$ cat src/rtl/acc_seq_pkg.sv
package acc_seq_pkg;

  localparam int OP_W = 4;

  typedef enum logic [OP_W-1:0] {
    OP_HLT = 4'd0, OP_LDA = 4'd1, OP_LDI = 4'd2, OP_STA = 4'd3,
    OP_STI = 4'd4, OP_ADD = 4'd5, OP_SUB = 4'd6, OP_JMP = 4'd7,
    OP_JMZ = 4'd8
  } opcode_e;

  typedef enum logic [1:0] {MAR_FROM_PC, MAR_FROM_OPND, MAR_FROM_MBR} mar_sel_e;
  typedef enum logic [1:0] {AC_FROM_MBR, AC_FROM_AD, AC_FROM_OPND} ac_sel_e;
  typedef enum logic {PC_FROM_OPND, PC_FROM_AC} pc_sel_e;
  typedef enum logic {AD_FROM_MBR, AD_FROM_ALU} ad_sel_e;

  typedef struct packed {
    logic     mar_ld;
    mar_sel_e mar_sel;
    logic     mbr_ld;
    logic     ir_ld;
    logic     pc_inc;
    logic     pc_ld;
    pc_sel_e  pc_sel;
    logic     ac_ld;
    ac_sel_e  ac_sel;
    logic     ad_ld;
    ad_sel_e  ad_sel;
    logic     alu_sub;
    logic     mem_we;
    logic     t_inc;
    logic     t_clr;
  } ctrl_t;

endpackage

$ cat src/rtl/acc_seq_timer.sv
module acc_seq_timer #(
  parameter int NUM_TICKS = 10
) (
  input  logic                 clk,
  input  logic                 rst_n,
  input  logic                 t_inc,
  input  logic                 t_clr,
  output logic [NUM_TICKS-1:0] tick_oh
);
  localparam int CNT_W = $clog2(NUM_TICKS);

  logic [CNT_W-1:0] cnt;

  always_ff @(posedge clk or negedge rst_n) begin
    if (!rst_n)     cnt <= '0;
    else if (t_clr) cnt <= '0;
    else if (t_inc) cnt <= cnt + 1'b1;
  end

  for (genvar i = 0; i < NUM_TICKS; i++) begin : g_tick
    assign tick_oh[i] = (cnt == CNT_W'(i));
  end
endmodule

$ cat src/rtl/acc_seq_ctrl.sv
module acc_seq_ctrl
  import acc_seq_pkg::*;
#(
  parameter int NUM_TICKS = 10
) (
  input  logic [NUM_TICKS-1:0] tick_oh,
  input  logic [OP_W-1:0]      op,
  input  logic                 ac_zero,
  output ctrl_t                c,
  output logic                 halted
);
  localparam int NUM_OPS = 1 << OP_W;

  logic [NUM_OPS-1:0] q;
  logic [NUM_TICKS-1:0] t;
  logic mem_op, via_ptr, arith, nop, last;

  assign t = tick_oh;

  for (genvar k = 0; k < NUM_OPS; k++) begin : g_opline
    assign q[k] = (op == OP_W'(k));
  end

  assign mem_op  = q[OP_LDA] | q[OP_LDI] | q[OP_STA] | q[OP_STI] | q[OP_ADD] | q[OP_SUB];
  assign via_ptr = q[OP_LDI] | q[OP_STI];
  assign arith   = q[OP_ADD] | q[OP_SUB];
  assign nop     = |q[NUM_OPS-1:OP_JMZ+1];

  assign last = (t[5] & q[OP_LDA])
              | (t[7] & (q[OP_LDI] | arith))
              | (t[4] & (q[OP_STA] | q[OP_JMP]))
              | (t[6] & q[OP_STI])
              | (t[3] & (q[OP_JMZ] | nop));

  assign halted = t[3] & q[OP_HLT];

  always_comb begin
    c = '0;
    c.mar_ld  = t[0] | (t[3] & mem_op) | (t[5] & via_ptr);
    c.mar_sel = t[0] ? MAR_FROM_PC : (t[3] ? MAR_FROM_OPND : MAR_FROM_MBR);
    c.mbr_ld  = t[1] | (t[4] & mem_op & ~q[OP_STA]) | (t[6] & q[OP_LDI]);
    c.ir_ld   = t[2];
    c.pc_inc  = t[1];
    c.pc_ld   = (t[4] & q[OP_JMP]) | (t[3] & q[OP_JMZ] & ac_zero);
    c.pc_sel  = q[OP_JMP] ? PC_FROM_AC : PC_FROM_OPND;
    c.ac_ld   = (t[5] & q[OP_LDA]) | (t[7] & (q[OP_LDI] | arith)) | (t[3] & q[OP_JMP]);
    c.ac_sel  = q[OP_JMP] ? AC_FROM_OPND : (arith ? AC_FROM_AD : AC_FROM_MBR);
    c.ad_ld   = (t[5] | t[6]) & arith;
    c.ad_sel  = t[6] ? AD_FROM_ALU : AD_FROM_MBR;
    c.alu_sub = q[OP_SUB];
    c.mem_we  = (t[4] & q[OP_STA]) | (t[6] & q[OP_STI]);
    c.t_clr   = last;
    c.t_inc   = ~last & ~halted;
  end
endmodule

$ cat src/rtl/acc_seq_mem.sv
module acc_seq_mem #(
  parameter int WORD_W = 8,
  parameter int ADDR_W = 4
) (
  input  logic              clk,
  input  logic              pre_we,
  input  logic [ADDR_W-1:0] pre_addr,
  input  logic [WORD_W-1:0] pre_data,
  input  logic              we,
  input  logic [ADDR_W-1:0] addr,
  input  logic [WORD_W-1:0] wdata,
  output logic [WORD_W-1:0] rdata
);
  localparam int DEPTH = 1 << ADDR_W;

  logic [WORD_W-1:0] store [DEPTH];

  assign rdata = store[addr];

  always_ff @(posedge clk) begin
    if (pre_we)  store[pre_addr] <= pre_data;
    else if (we) store[addr] <= wdata;
  end
endmodule

$ cat src/rtl/acc_seq_alu.sv
module acc_seq_alu #(
  parameter int WORD_W = 8
) (
  input  logic [WORD_W-1:0] lhs,
  input  logic [WORD_W-1:0] rhs,
  input  logic              sub,
  output logic [WORD_W-1:0] res
);
  function automatic logic [WORD_W-1:0] wrap_add(input logic [WORD_W-1:0] a, b);
    return a + b;
  endfunction

  function automatic logic [WORD_W-1:0] wrap_sub(input logic [WORD_W-1:0] a, b);
    return a - b;
  endfunction

  assign res = sub ? wrap_sub(lhs, rhs) : wrap_add(lhs, rhs);
endmodule

$ cat src/rtl/acc_seq_core.sv
module acc_seq_core
  import acc_seq_pkg::*;
#(
  parameter int WORD_W    = 8,
  parameter int ADDR_W    = 4,
  parameter int NUM_TICKS = 10
) (
  input  logic              clk,
  input  logic              rst_n,
  input  logic              pre_we,
  input  logic [ADDR_W-1:0] pre_addr,
  input  logic [WORD_W-1:0] pre_data,
  output logic [ADDR_W-1:0] dbg_pc,
  output logic [WORD_W-1:0] dbg_ac,
  output logic              dbg_halted
);
  localparam int OPND_LSB = 0;
  localparam int OP_LSB   = WORD_W - OP_W;

  logic [ADDR_W-1:0]    pc, mar;
  logic [WORD_W-1:0]    ir, mbr, ac, ad;
  logic [WORD_W-1:0]    mem_rd, alu_y;
  logic [ADDR_W-1:0]    opnd;
  logic [OP_W-1:0]      ir_op;
  logic [NUM_TICKS-1:0] tick_oh;
  logic                 halted;
  ctrl_t                c;

  assign opnd  = ir[OPND_LSB +: ADDR_W];
  assign ir_op = ir[OP_LSB +: OP_W];

  acc_seq_timer #(.NUM_TICKS(NUM_TICKS)) u_timer (
    .clk(clk), .rst_n(rst_n), .t_inc(c.t_inc), .t_clr(c.t_clr), .tick_oh(tick_oh)
  );

  acc_seq_ctrl #(.NUM_TICKS(NUM_TICKS)) u_ctrl (
    .tick_oh(tick_oh), .op(ir_op), .ac_zero(ac == '0), .c(c), .halted(halted)
  );

  acc_seq_mem #(.WORD_W(WORD_W), .ADDR_W(ADDR_W)) u_mem (
    .clk(clk), .pre_we(pre_we), .pre_addr(pre_addr), .pre_data(pre_data),
    .we(c.mem_we), .addr(mar), .wdata(ac), .rdata(mem_rd)
  );

  acc_seq_alu #(.WORD_W(WORD_W)) u_alu (
    .lhs(ad), .rhs(ac), .sub(c.alu_sub), .res(alu_y)
  );

  always_ff @(posedge clk or negedge rst_n) begin
    if (!rst_n) begin
      pc  <= '0;
      mar <= '0;
      ir  <= '0;
      mbr <= '0;
      ac  <= '0;
      ad  <= '0;
    end else begin
      if (c.mar_ld) begin
        case (c.mar_sel)
          MAR_FROM_PC:   mar <= pc;
          MAR_FROM_OPND: mar <= opnd;
          default:       mar <= mbr[ADDR_W-1:0];
        endcase
      end
      if (c.mbr_ld) mbr <= mem_rd;
      if (c.ir_ld)  ir  <= mbr;
      if (c.pc_inc)     pc <= pc + 1'b1;
      else if (c.pc_ld) pc <= (c.pc_sel == PC_FROM_AC) ? ac[ADDR_W-1:0] : opnd;
      if (c.ac_ld) begin
        case (c.ac_sel)
          AC_FROM_OPND: ac <= WORD_W'(opnd);
          AC_FROM_AD:   ac <= ad;
          default:      ac <= mbr;
        endcase
      end
      if (c.ad_ld) ad <= (c.ad_sel == AD_FROM_ALU) ? alu_y : mbr;
    end
  end

  assign dbg_pc     = pc;
  assign dbg_ac     = ac;
  assign dbg_halted = halted;
endmodule

$ cat config.mk
export PLATFORM = sky130hd
export DESIGN_NAME = acc_seq_core
export DESIGN_NICKNAME = d
export VERILOG_FILES = /design/src/rtl/acc_seq_pkg.sv /design/src/rtl/acc_seq_timer.sv /design/src/rtl/acc_seq_ctrl.sv /design/src/rtl/acc_seq_mem.sv /design/src/rtl/acc_seq_alu.sv /design/src/rtl/acc_seq_core.sv
export SDC_FILE = /design/constraint.sdc
export NUM_CORES = 1
export LEC_CHECK = 0
export ABC_AREA = 1
export ABC_CLOCK_PERIOD_IN_PS = 2890
export BUFFER_PORTS_ARGS = -buffer_cell sky130_fd_sc_hd__buf_2
export CORE_UTILIZATION = 55
export DETAILED_ROUTE_END_ITERATION = 16
export PLACE_DENSITY = 0.78
export SYNTH_ARGS = -nofsm -noshare
export SYNTH_HDL_FRONTEND = slang
export SYNTH_SLANG_ARGS = --single-unit
$ cat constraint.sdc
create_clock -name clk -period 2.89 [get_ports clk]
set_input_delay 0.1445 -clock clk [delete_from_list [all_inputs] [get_ports clk]]
set_output_delay 0.1445 -clock clk [all_outputs]
set_load 0.01 [all_outputs]
======== Word-level counts from Yosys, hierarchy flattened ========
Memories as Yosys holds them, arrays and structs flattened. A register that Yosys moved wholly into a read port is not among the register bits.
Cells that the tools add are included.
Widths: inputs -> output; s select.
storage, ports and cells
  register bits ........................... 36
  bits in latches ......................... 0
  RAM bits ................................ 128
  ROM bits ................................ 0
  bits of input ports ..................... 15
  word-level logic and storage cells ...... 111
  memories ................................ 1
memories
  name         depth  width  rd ports  clocked after Yosys merged registers in  wr ports  RTL line           RTL
  u_mem.store  16     8      1         1                                        1         acc_seq_mem.sv:16  logic [WORD_W-1:0] store [DEPTH];
cells by class
  $add $sub $neg .......................... 4
  multiply operators ...................... 0
  div/mod/pow operators ................... 0
  $lt $le $gt $ge ......................... 0
  equality and inequality tests ........... 25
  shift operators ......................... 0
  mux-type cells .......................... 23
  bitwise operators ....................... 43
  reductions and logical operators ........ 9
operators with widths
  cell                 count
  $eq 4x3->1 const B   8
  $eq 4x4->1 const B   8
  $mux 4               6
  $mux 8               3
  $or 1x1->1           22
  $and 1x1->1          18
  $eq 4x2->1 const B   4
  $pmux 8 s2           1
  $mux 1               9
  $add 4x1->4 const B  2
  $add 8x8->8          1
  $eq 4x1->1 const B   2
  $logic_not 4->1      2
  $logic_not 8->1      1
  $pmux 4 s2           1
  $reduce_or 8->1      1
  $sub 8x8->8          1
  $reduce_or 7->1      1
  $mux 2               3
  $eq 2x1->1 const B   2
  $reduce_bool 2->1    2
  $not 1->1            3
  $eq 2x2->1 const B   1
  $logic_not 2->1      1
  $logic_not 1->1      1

======== Depth between registers and ports, before layout ========
Gate-level depths: netlist of the first run.
  depth after elaboration ................. 12
  mapped depth ............................ 16
  gate-level depth less buffers ........... 16

======== By module ========
A second synthesis of the first run with hierarchy kept.
unflattened totals
  cells, all modules ...................... 993
  area, all modules ....................... 8822.2 um^2
by module, submodules not included
  module         instances  cells an instance  area each (um^2)  sequential area each (um^2)
  acc_seq_mem    1          566                5781.8            3843.7
  acc_seq_core   1          238                1935.6            1001.0
  acc_seq_alu    1          90                 513.0             0.0
  acc_seq_timer  1          45                 311.5             100.1
  acc_seq_ctrl   1          54                 280.3             0.0

======== Worst setup path after synthesis of the first run ========
OpenSTA, ideal clock, no wires.
  kind .................................... register to register
  start ................................... register u_timer.cnt[0]
  end ..................................... memory u_mem.store[0][0] (data pin)
  arrival ................................. 2011 ps
  data required time ...................... 2560 ps
  setup slack ............................. 549 ps
  cell stages (with the launch flop) ...... 10
  path buffers ............................ 1
  period minus slack after synthesis ...... 2341 ps
  cell sequence ........................... dfrtp_1 -> inv_1 -> ha_1 -> nand3_4 -> clkinv_4 -> nand2_2 -> nand2_4 -> nand2_2 -> clkbuf_1 -> o21ai_0
on the way
  cells in the longest elaborated chain, start to end .. 8
  elaborated cells on any way between the ends .. 10
  classes of those cells .................. eq/ne (2); mux (4); bitwise (3); reduce/logical (1)
RTL lines
  element                             RTL line             RTL
  start: declaration                  acc_seq_timer.sv:12  logic [CNT_W-1:0] cnt;
  start signal: assignment            acc_seq_timer.sv:17  else if (t_inc) cnt <= cnt + 1'b1;
  $eq 4x3->1                          acc_seq_timer.sv:21  assign tick_oh[i] = (cnt == CNT_W'(i));
  $and 1x1->1                         acc_seq_ctrl.sv:51   c.mem_we = (t[4] & q[OP_STA]) | (t[6] & q[OP_STI]);
  $or 1x1->1 *                        acc_seq_ctrl.sv:51
  $mux 1 *                            acc_seq_mem.sv:22    else if (we) store[addr] <= wdata;
  $mux 1 *                            acc_seq_mem.sv:21    if (pre_we) store[pre_addr] <= pre_data;
  $mux 1 (implied by the code) *      acc_seq_mem.sv:22
  $reduce_or 8->1 (no source line) *  --
  $mux 8 (no source line) *           --
  end: declaration                    acc_seq_mem.sv:16
Every way passes the cells marked *; elsewhere a longest branch is shown, timed or not.

======== Final worst setup path of the first run ========
  start ................................... register u_timer.cnt[0]
  end ..................................... memory u_mem.store[4][0], enable pin
on the way
  cells in the longest elaborated chain, start to end .. 8
  elaborated cells on any way between the ends .. 11
  classes of those cells .................. eq/ne (2); mux (5); bitwise (3); reduce/logical (1)
RTL lines
  element                                            RTL line
  $eq 4x3->1                                         acc_seq_timer.sv:21
  $and 1x1->1                                        acc_seq_ctrl.sv:51
  $or 1x1->1 *                                       acc_seq_ctrl.sv:51
  $mux 1 *                                           acc_seq_mem.sv:22
  $mux 1 *                                           acc_seq_mem.sv:21
  $mux 1 (implied by the code) *                     acc_seq_mem.sv:22
  $reduce_or 8->1 (no source line)                   --
  $mux 4 (no source line) or $mux 1 (tied branches)  --
Marks and branches as above.

==> parameters.txt, run 1 <==
Parameter                              Value

Floorplan
  Floorplan die width ... 124 um
  Boundary pin count ... 28
  Total die area ... 15400 sq um
  Core region area ... 14500 sq um
  Vertical die dimension ... 124 um
  Site Rows ... 44
  Starting density of the core ... 56.3%

Route
  Final routed wire length divided by cell count ... 18.4 um
  First-pass iteration count of the detailed router ... 5
  Number of remaining DRC errors ... 0
  Residual antenna-violating net count after detailed routing ... 0
  Overall via count from detail_route ... 6429
  Vias per Instance ... 5.82
  Initial detailed-routing violation count ... 723
  Final Routed Wirelength ... 20300 um

Job
  Count of max-cap constraint violations ... 0

STA
  Max-Slew Margin vs Limit ... 31.9%
  Hold Vio Cnt, Final ... 0
  Final setup violation count ... 0
  Total negative setup slack ... 0 ns
  Post-layout minimum cycle time ... 2.63 ns
  Final cycle utilization of the critical path ... 91.0%
  Clock Skew ... 0.00576 ns
  RSZ-0062 raised after global routing ... no
  Final setup margin ... 0.260 ns
  Final slew viol count ... 0
  Fmax ... 380 MHz
  Slew at the pin closest to its max-slew limit ... 1.02 ns

GRT
  Initial antenna violation count ... 0
  Vias in the first global route ... 5945
  Maximum number of pins on one net before global-route repair ... 66
  Aggregate global-route resource usage ... 28.0%
  Overflow left after global routing ... 0
  Wire length of the first global-routing pass ... 31300 um

Power
  Leakage power ... 3.78 nW
  Power per standard cell area ... 1010 nW/um^2
  Worst IR Drop VDD ... 651 uV

Clock network
  Worst-path clk slew ... 0.07 ns
  Number of buffers added for setup after CTS ... 0
  Deepest level of the CTS H-tree ... 4
  Root Buffer ... sky130_fd_sc_hd__clkbuf_16
  Hold bufs inserted after CTS ... 1
  Total of cells resized after clock tree synthesis ... 0
  Maximum clock path buffer count ... 2
  Insertion delay of the later-clocked pin in the worst-skew pair ... 0.43 ns
  TritonCTS clock tree ... done
  Sink count of the clock tree ... 172
  CTS buffer count ... 17

Final layout
  Area growth syn-to-layout ... 13.7%
  Antenna cell count ... 0
  Number of nets in the final layout ... 937
  Fraction of final layout cells with drive strength greater than 1 ... 13.5%
  Final cell utilization of the core ... 64.0%

Yosys
  Area contributors post-synth ... sky130_fd_sc_hd__edfxtp_1 47%, sky130_fd_sc_hd__dfrtp_1 13%, sky130_fd_sc_hd__nor2_1 7.5%
  Cells after Synth ... 853
  Synthesized-area fraction occupied by xor and xnor cells ... 1.28%
  Library cell occupying the most area in the post-synthesis netlist ... sky130_fd_sc_hd__edfxtp_1
  Sequential-to-total area share from yosys stat ... 60.5%
  Post-Synth Adder-Cell Area ... 2.23%
  Count of unique library cells instantiated by Yosys ... 38
  Synth Cell Area ... 8180 sq um
  Post-synth net total ... 882
  Most used flip-flop cell after synthesis ... sky130_fd_sc_hd__edfxtp_1
  Share of flip-flops with an asynchronous set or reset ... 25.6%
  Seq cells post-synth ... 172
  Multiplexer area fraction after synthesis ... 0.122%
  Fraction of the mapped netlist area in simple logic gates ... 20.3%
  Complex-gate fraction of the synthesized area ... 10.9%
  Number of enable flip-flop cells after synthesis ... 128
  Share of the synthesized area in the top cell type ... 47.0%
  Ys Warns ... 0
  Avg Inst Size Synth ... 9.59 sq um
  Combinational family with the most area after synthesis ... simple AND/OR/NAND/NOR gates

Worst setup path
  CP startpoint kind ... flop
  Delay contributed by the slowest stage of the critical path ... 0.43 ns
  Biggest fanout along the worst timing path ... 20
  Slowest cell on the critical path ... sky130_fd_sc_hd__dfrtp_1
  Crit Path Class ... reg2reg
  Sort of element at the end of the critical path ... flop
  WP data arrival ... 2.76 ns
  Sequence of cells on the critical path ... inv_1 -> ha_1 -> nand3_4 -> clkinv_4 -> nand2_2 -> nand2_4 -> nand2_2 -> nand2_1 -> o21ai_1 -> nand2_1 -> nor2_1 -> buf_4
  Data required time of the critical path ... 3.02 ns
  Flop-to-flop setup slack ... 0.26 ns

Outcome
  Outcome ... complete, no violations

Min path
  Type of the most critical hold path ... in2reg

Placement
  Number of port buffers ... 27
  Detailed-placement wirelength estimate ... 13600 um
  Post-Place Setup Slack ... 0.374 ns
  GP Congestion ... 0.978
==> power breakdown <==
part | total [W] | switching (W) | leakage, nW | internal [W]
registers | 0.00332 | 0.000330 | 1.71 | 0.00299
clock network | 0.00228 | 0.000994 | 0.280 | 0.00129
logic | 0.00376 | 0.00251 | 1.80 | 0.00125
total | 0.00936 | 0.00384 | 3.78 | 0.00552
==> state kept, by name, indices dropped and copies added (netlist names) <==
name	cells
dbg_ac	8
dbg_pc	4
ir	8
u_timer.cnt	4
u_mem.store	128
ad	8
mbr	8
mar	4
==> per-layer routing <==
layer	vias up	part of all wire, %	global-route usage [%]
met5	-	0	0
met4	0	2.7	11.5
met3	47	8.8	7.01
met2	315	49	44.9
met1	3056	39	36.7
li1	3011	-	-
==> layout by cell type, fill, tap and decap left out, types with 3 or more instances in the layout <==
cell type	synthesis	layout
sky130_fd_sc_hd__o21ai_2	3	3
sky130_fd_sc_hd__dfrtp_1	44	43
sky130_fd_sc_hd__inv_6	0	4
sky130_fd_sc_hd__clkinv_4	1	3
sky130_fd_sc_hd__buf_2	9	27
sky130_fd_sc_hd__xor2_1	10	10
sky130_fd_sc_hd__clkinv_1	2	4
sky130_fd_sc_hd__o21ai_0	108	100
sky130_fd_sc_hd__nand3_1	55	55
sky130_fd_sc_hd__nor3_1	4	4
sky130_fd_sc_hd__nand2_2	11	11
sky130_fd_sc_hd__o21ai_1	4	12
sky130_fd_sc_hd__nor2_1	163	163
sky130_fd_sc_hd__nor2_4	3	3
sky130_fd_sc_hd__buf_4	1	37
sky130_fd_sc_hd__inv_1	57	57
sky130_fd_sc_hd__o211ai_1	20	20
sky130_fd_sc_hd__nand2_1	150	150
sky130_fd_sc_hd__inv_2	5	5
sky130_fd_sc_hd__nand4_1	3	3
sky130_fd_sc_hd__edfxtp_1	128	128
sky130_fd_sc_hd__clkbuf_16	0	17
sky130_fd_sc_hd__ha_1	13	13
sky130_fd_sc_hd__o22ai_1	4	4
sky130_fd_sc_hd__a21oi_1	20	20
==> worst paths after layout <==
check                                            from                            to  cells after the start
setup / recovery           u_timer.cnt[0]$_DFFE_PN0P_   u_mem.store[4][0]$_DFFE_PP_                     12
hold / removal                            pre_data[4]  u_mem.store[10][4]$_DFFE_PP_                      4
setup reg to reg           u_timer.cnt[0]$_DFFE_PN0P_   u_mem.store[4][0]$_DFFE_PP_                     12
hold reg to reg                    mbr[7]$_DFFE_PN0P_            mbr[7]$_DFFE_PN0P_                      2
max in group asynchronous                       rst_n            mar[0]$_DFFE_PN0P_                      2
min in group asynchronous                       rst_n         dbg_ac[1]$_DFFE_PN0P_                      2
==> logic make-up after synthesis <==
family | after synthesis
AOI/OAI and AO/OA | 163
xor gates and xnor gates | 12
adders and majority gates | 14
buffers and inverters | 95
DFF | 172
muxes | 1
and+or+nand+nor | 396
==> cells in the mapped netlist, drive strengths merged (2+ instances only) <==
cell,n
xor2,10
edfxtp,128
o21ai,115
nand3,57
nand2,162
clkinv,3
nand4,3
o22ai,4
o211ai,20
a21oi,20
nor3,5
nor2,168
dfrtp,44
buf,13
o221ai,2
xnor2,2
ha,13
inv,62
clkbuf,17
==> area by class of cell <==
| cell class | count | area [sq um] |
|---|---|---|
| Timing Repair Buffer | 66 | 443 |
| Fill cell | 1177 | 5230 |
| Tap cell | 184 | 230 |
| Sequential cell | 172 | 4950 |
| Multi-Input combinational cell | 586 | 2850 |
| Clock buffer | 17 | 425 |
| Inverter | 65 | 249 |
| Clock inverter | 14 | 158 |
==> stage by stage <==
| stage | hold slack, ns | power [W] | std cells | cell area [sq um] |
|---|---|---|---|---|
| 4_1_cts | 0.248 | 0.00931 | 1104 | 9300 |
| 2_1_floorplan | -0.151 | 0.00595 | 853 | 8180 |
| 6_report | 0.257 | 0.00936 | 1104 | 9300 |
| 3_3_place_gp | 0.359 | 0.00698 | 1072 | 8710 |
| 3_5_place_dp | 0.370 | 0.00702 | 1072 | 8710 |
| 5_1_grt | 0.287 | 0.00999 | 1104 | 9300 |
==> worst max-delay path: cells and delay by family, from the launching register on <==
family	cells	cell delay, ns
AOI/OAI and AO/OA	1	0.14
adders and majority gates	1	0.25
buffers and inverters	3	0.40
DFF	1	0.43
and+or+nand+nor	7	1.12
(Power assumes the default switching activity.)
==> run 2: changes to the inputs <==
CORE_ASPECT_RATIO = 0.9   (was default)
RECOVER_POWER = 50   (was default)
==> parameters.txt, run 2 (synthesized netlist as in run 1, its figures left out) <==
Parameter                              Value

Placement
  GP Congestion ... 0.974 (was 0.978)
  Number of instances in the placed design ... 1079 (was 1072)
  Detailed-placement wirelength estimate ... 13300 um (was 13600 um)
  Number of port buffers ... 27 (unchanged)

Worst setup path
  Crit Path Class ... reg2reg (unchanged)
  Sort of element at the end of the critical path ... flop (unchanged)
  WP data arrival ... 2.77 ns (was 2.76 ns)
  Data required time of the critical path ... 3.10 ns (was 3.02 ns)
  CP startpoint kind ... flop (unchanged)
  Biggest fanout along the worst timing path ... 16 (was 20)

Route
  Final routed wire length divided by cell count ... 18.2 um (was 18.4 um)
  Vias per Instance ... 5.76 (was 5.82)
  Final Routed Wirelength ... 20200 um (was 20300 um)
  Overall via count from detail_route ... 6407 (was 6429)
  Initial detailed-routing violation count ... 800 (was 723)
  Number of remaining DRC errors ... 0 (unchanged)
  First-pass iteration count of the detailed router ... 6 (was 5)
  Residual antenna-violating net count after detailed routing ... 0 (unchanged)

GRT
  Aggregate global-route resource usage ... 28.1% (was 28.0%)
  Maximum number of pins on one net before global-route repair ... 66 (unchanged)
  Vias in the first global route ... 5935 (was 5945)
  Wire length of the first global-routing pass ... 31700 um (was 31300 um)
  Initial antenna violation count ... 0 (unchanged)
  Overflow left after global routing ... 0 (unchanged)

Final layout
  Number of flip-flops under the largest register name ... 128 (unchanged)
  Area growth syn-to-layout ... 13.0% (was 13.7%)
  Register with the most flip-flops ... u_mem.store (unchanged)
  Commonest cells after routing, fill and taps aside ... 164 x sky130_fd_sc_hd__nor2_1, 151 x sky130_fd_sc_hd__nand2_1, 128 x sky130_fd_sc_hd__edfxtp_1, 106 x sky130_fd_sc_hd__o21ai_0, 59 x sky130_fd_sc_hd__inv_1 (was 163 x sky130_fd_sc_hd__nor2_1, 150 x sky130_fd_sc_hd__nand2_1, 128 x sky130_fd_sc_hd__edfxtp_1, 100 x sky130_fd_sc_hd__o21ai_0, 57 x sky130_fd_sc_hd__inv_1)
  Count of fill cells added during filler insertion ... 1178 (was 1177)
  Number of nets in the final layout ... 935 (was 937)
  Final cell utilization of the core ... 64.8% (was 64.0%)
  Most common cell after layout, fill and taps aside ... sky130_fd_sc_hd__nor2_1 (unchanged)
  Fraction of final layout cells with drive strength greater than 1 ... 11.6% (was 13.5%)
  Antenna cell count ... 0 (unchanged)
  Layout Cells excl Fill ... 1112 (was 1104)

Clock network
  Insertion delay of the later-clocked pin in the worst-skew pair ... 0.44 ns (was 0.43 ns)
  Maximum clock path buffer count ... 2 (unchanged)
  Total of cells resized after clock tree synthesis ... 0 (unchanged)
  Worst-path clk slew ... 0.07 ns (about the same)
  CTS buffer count ... 17 (unchanged)
  Deepest level of the CTS H-tree ... 4 (unchanged)
  Sink count of the clock tree ... 172 (unchanged)
  Number of buffers added for setup after CTS ... 0 (unchanged)
  Hold bufs inserted after CTS ... 1 (unchanged)
  TritonCTS clock tree ... done (unchanged)
  Root Buffer ... sky130_fd_sc_hd__clkbuf_16 (unchanged)

Min path
  Type of the most critical hold path ... in2reg (unchanged)

Floorplan
  Total die area ... 15400 sq um (about the same)
  Starting density of the core ... 57.4% (was 56.3%)
  Site Rows ... 41 (was 44)
  Core region area ... 14300 sq um (was 14500 sq um)
  Boundary pin count ... 28 (unchanged)
  Floorplan die width ... 131 um (was 124 um)
  Vertical die dimension ... 118 um (was 124 um)

STA
  Post-layout minimum cycle time ... 2.56 ns (was 2.63 ns)
  Fmax ... 390 MHz (was 380 MHz)
  Hold Vio Cnt, Final ... 0 (unchanged)
  RSZ-0062 raised after global routing ... no (unchanged)
  Final cycle utilization of the critical path ... 88.7% (was 91.0%)
  Total negative setup slack ... 0 ns (unchanged)
  Final setup violation count ... 0 (unchanged)
  Final slew viol count ... 0 (unchanged)
  Slew at the pin closest to its max-slew limit ... 1.12 ns (was 1.02 ns)
  Max-Slew Margin vs Limit ... 25.3% (was 31.9%)
  Clock Skew ... 0.0109 ns (was 0.00576 ns)

Power
  Internal power contribution ... 0.00543 W (was 0.00552 W)
  Worst IR Drop VDD ... 628 uV (was 651 uV)
  Fraction of power spent switching nets ... 41.8% (was 41.0%)
  Sequential group share of total power ... 35.6% (was 35.5%)
  Leakage power ... 3.73 nW (was 3.78 nW)
  Net switching power figure ... 0.00390 W (was 0.00384 W)
  Fraction of power consumed by combinational cells ... 40.4% (was 40.2%)
  Part of the total power dissipated in the clock network ... 24.0% (was 24.4%)
  Power per standard cell area ... 1010 nW/um^2 (about the same)

Outcome
  Outcome ... complete, no violations (unchanged)

Job
  Count of max-cap constraint violations ... 0 (unchanged)
[run 2: worst max-delay path: stages (launching register included)]
cell and delay (ns):
sky130_fd_sc_hd__dfrtp_1 0.43, sky130_fd_sc_hd__inv_1 0.08, sky130_fd_sc_hd__ha_1 0.24, sky130_fd_sc_hd__nand3_4 0.17, sky130_fd_sc_hd__clkinv_4 0.12, sky130_fd_sc_hd__nand2_1 0.12
sky130_fd_sc_hd__nand2_4 0.07, sky130_fd_sc_hd__nand2_2 0.24, sky130_fd_sc_hd__clkbuf_2 0.34, sky130_fd_sc_hd__nand2_1 0.08, sky130_fd_sc_hd__o21ai_0 0.08, sky130_fd_sc_hd__clkbuf_2 0.36
[run 2: through the flow]
step | setup slack [ns] | cell area, sq um | power [W] | hold WS, ns
after floorplan | 0.549 | 8180 | 0.00595 | -0.151
after global placement | 0.523 | 8690 | 0.00698 | 0.370
after detailed placement | 0.442 | 8690 | 0.00705 | 0.364
after CTS | 0.433 | 9290 | 0.00929 | 0.264
after global routing | 0.132 | 9240 | 0.00989 | 0.281
final | 0.327 | 9240 | 0.00933 | 0.270
[run 2: layout make-up]
type / instances / area (sq um) / share of cell area, %
Tap cell: 193 / 241 / 2.61
Timing Repair Buffer: 64 / 393 / 4.25
Clock inverter: 15 / 158 / 1.71
Sequential cell: 172 / 4950 / 53.5
Clock buffer: 17 / 425 / 4.60
Inverter: 65 / 249 / 2.69
Multi-Input combinational cell: 586 / 2830 / 30.6
[run 2: path summary, 6_finish.rpt]
check	start	endpoint	slack, ns	cells past startpoint
max in group asynchronous	rst_n	mar[0]$_DFFE_PN0P_	1.68	2
worst max-delay path	u_timer.cnt[0]$_DFFE_PN0P_	u_mem.store[8][6]$_DFFE_PP_	0.33	11
worst max register to register	u_timer.cnt[0]$_DFFE_PN0P_	u_mem.store[8][6]$_DFFE_PP_	0.33	11
worst min-delay path	pre_data[3]	u_mem.store[1][3]$_DFFE_PP_	0.27	4
min in group asynchronous	rst_n	mbr[7]$_DFFE_PN0P_	0.46	2
worst min register to register	mbr[6]$_DFFE_PN0P_	mbr[6]$_DFFE_PN0P_	0.48	2
[run 2: metal layers]
layer,up-vias,GRT usage (%),routed length [um]
met5,-,0,0
met4,0,10.5,483
li1,3004,-,-
met3,48,7.14,2320
met2,350,39.0,8800
met1,3005,42.5,8600
[run 2: power by group through the flow]
stage / registers (W) / clock network (W) / logic [W]
finish: 0.00332 / 0.00224 / 0.00377
global route: 0.00335 / 0.00234 / 0.00420
CTS: 0.00331 / 0.00224 / 0.00373
detailed placement: 0.00336 / 0 / 0.00370
global placement: 0.00335 / 0 / 0.00363
floorplan: 0.00327 / 0 / 0.00268
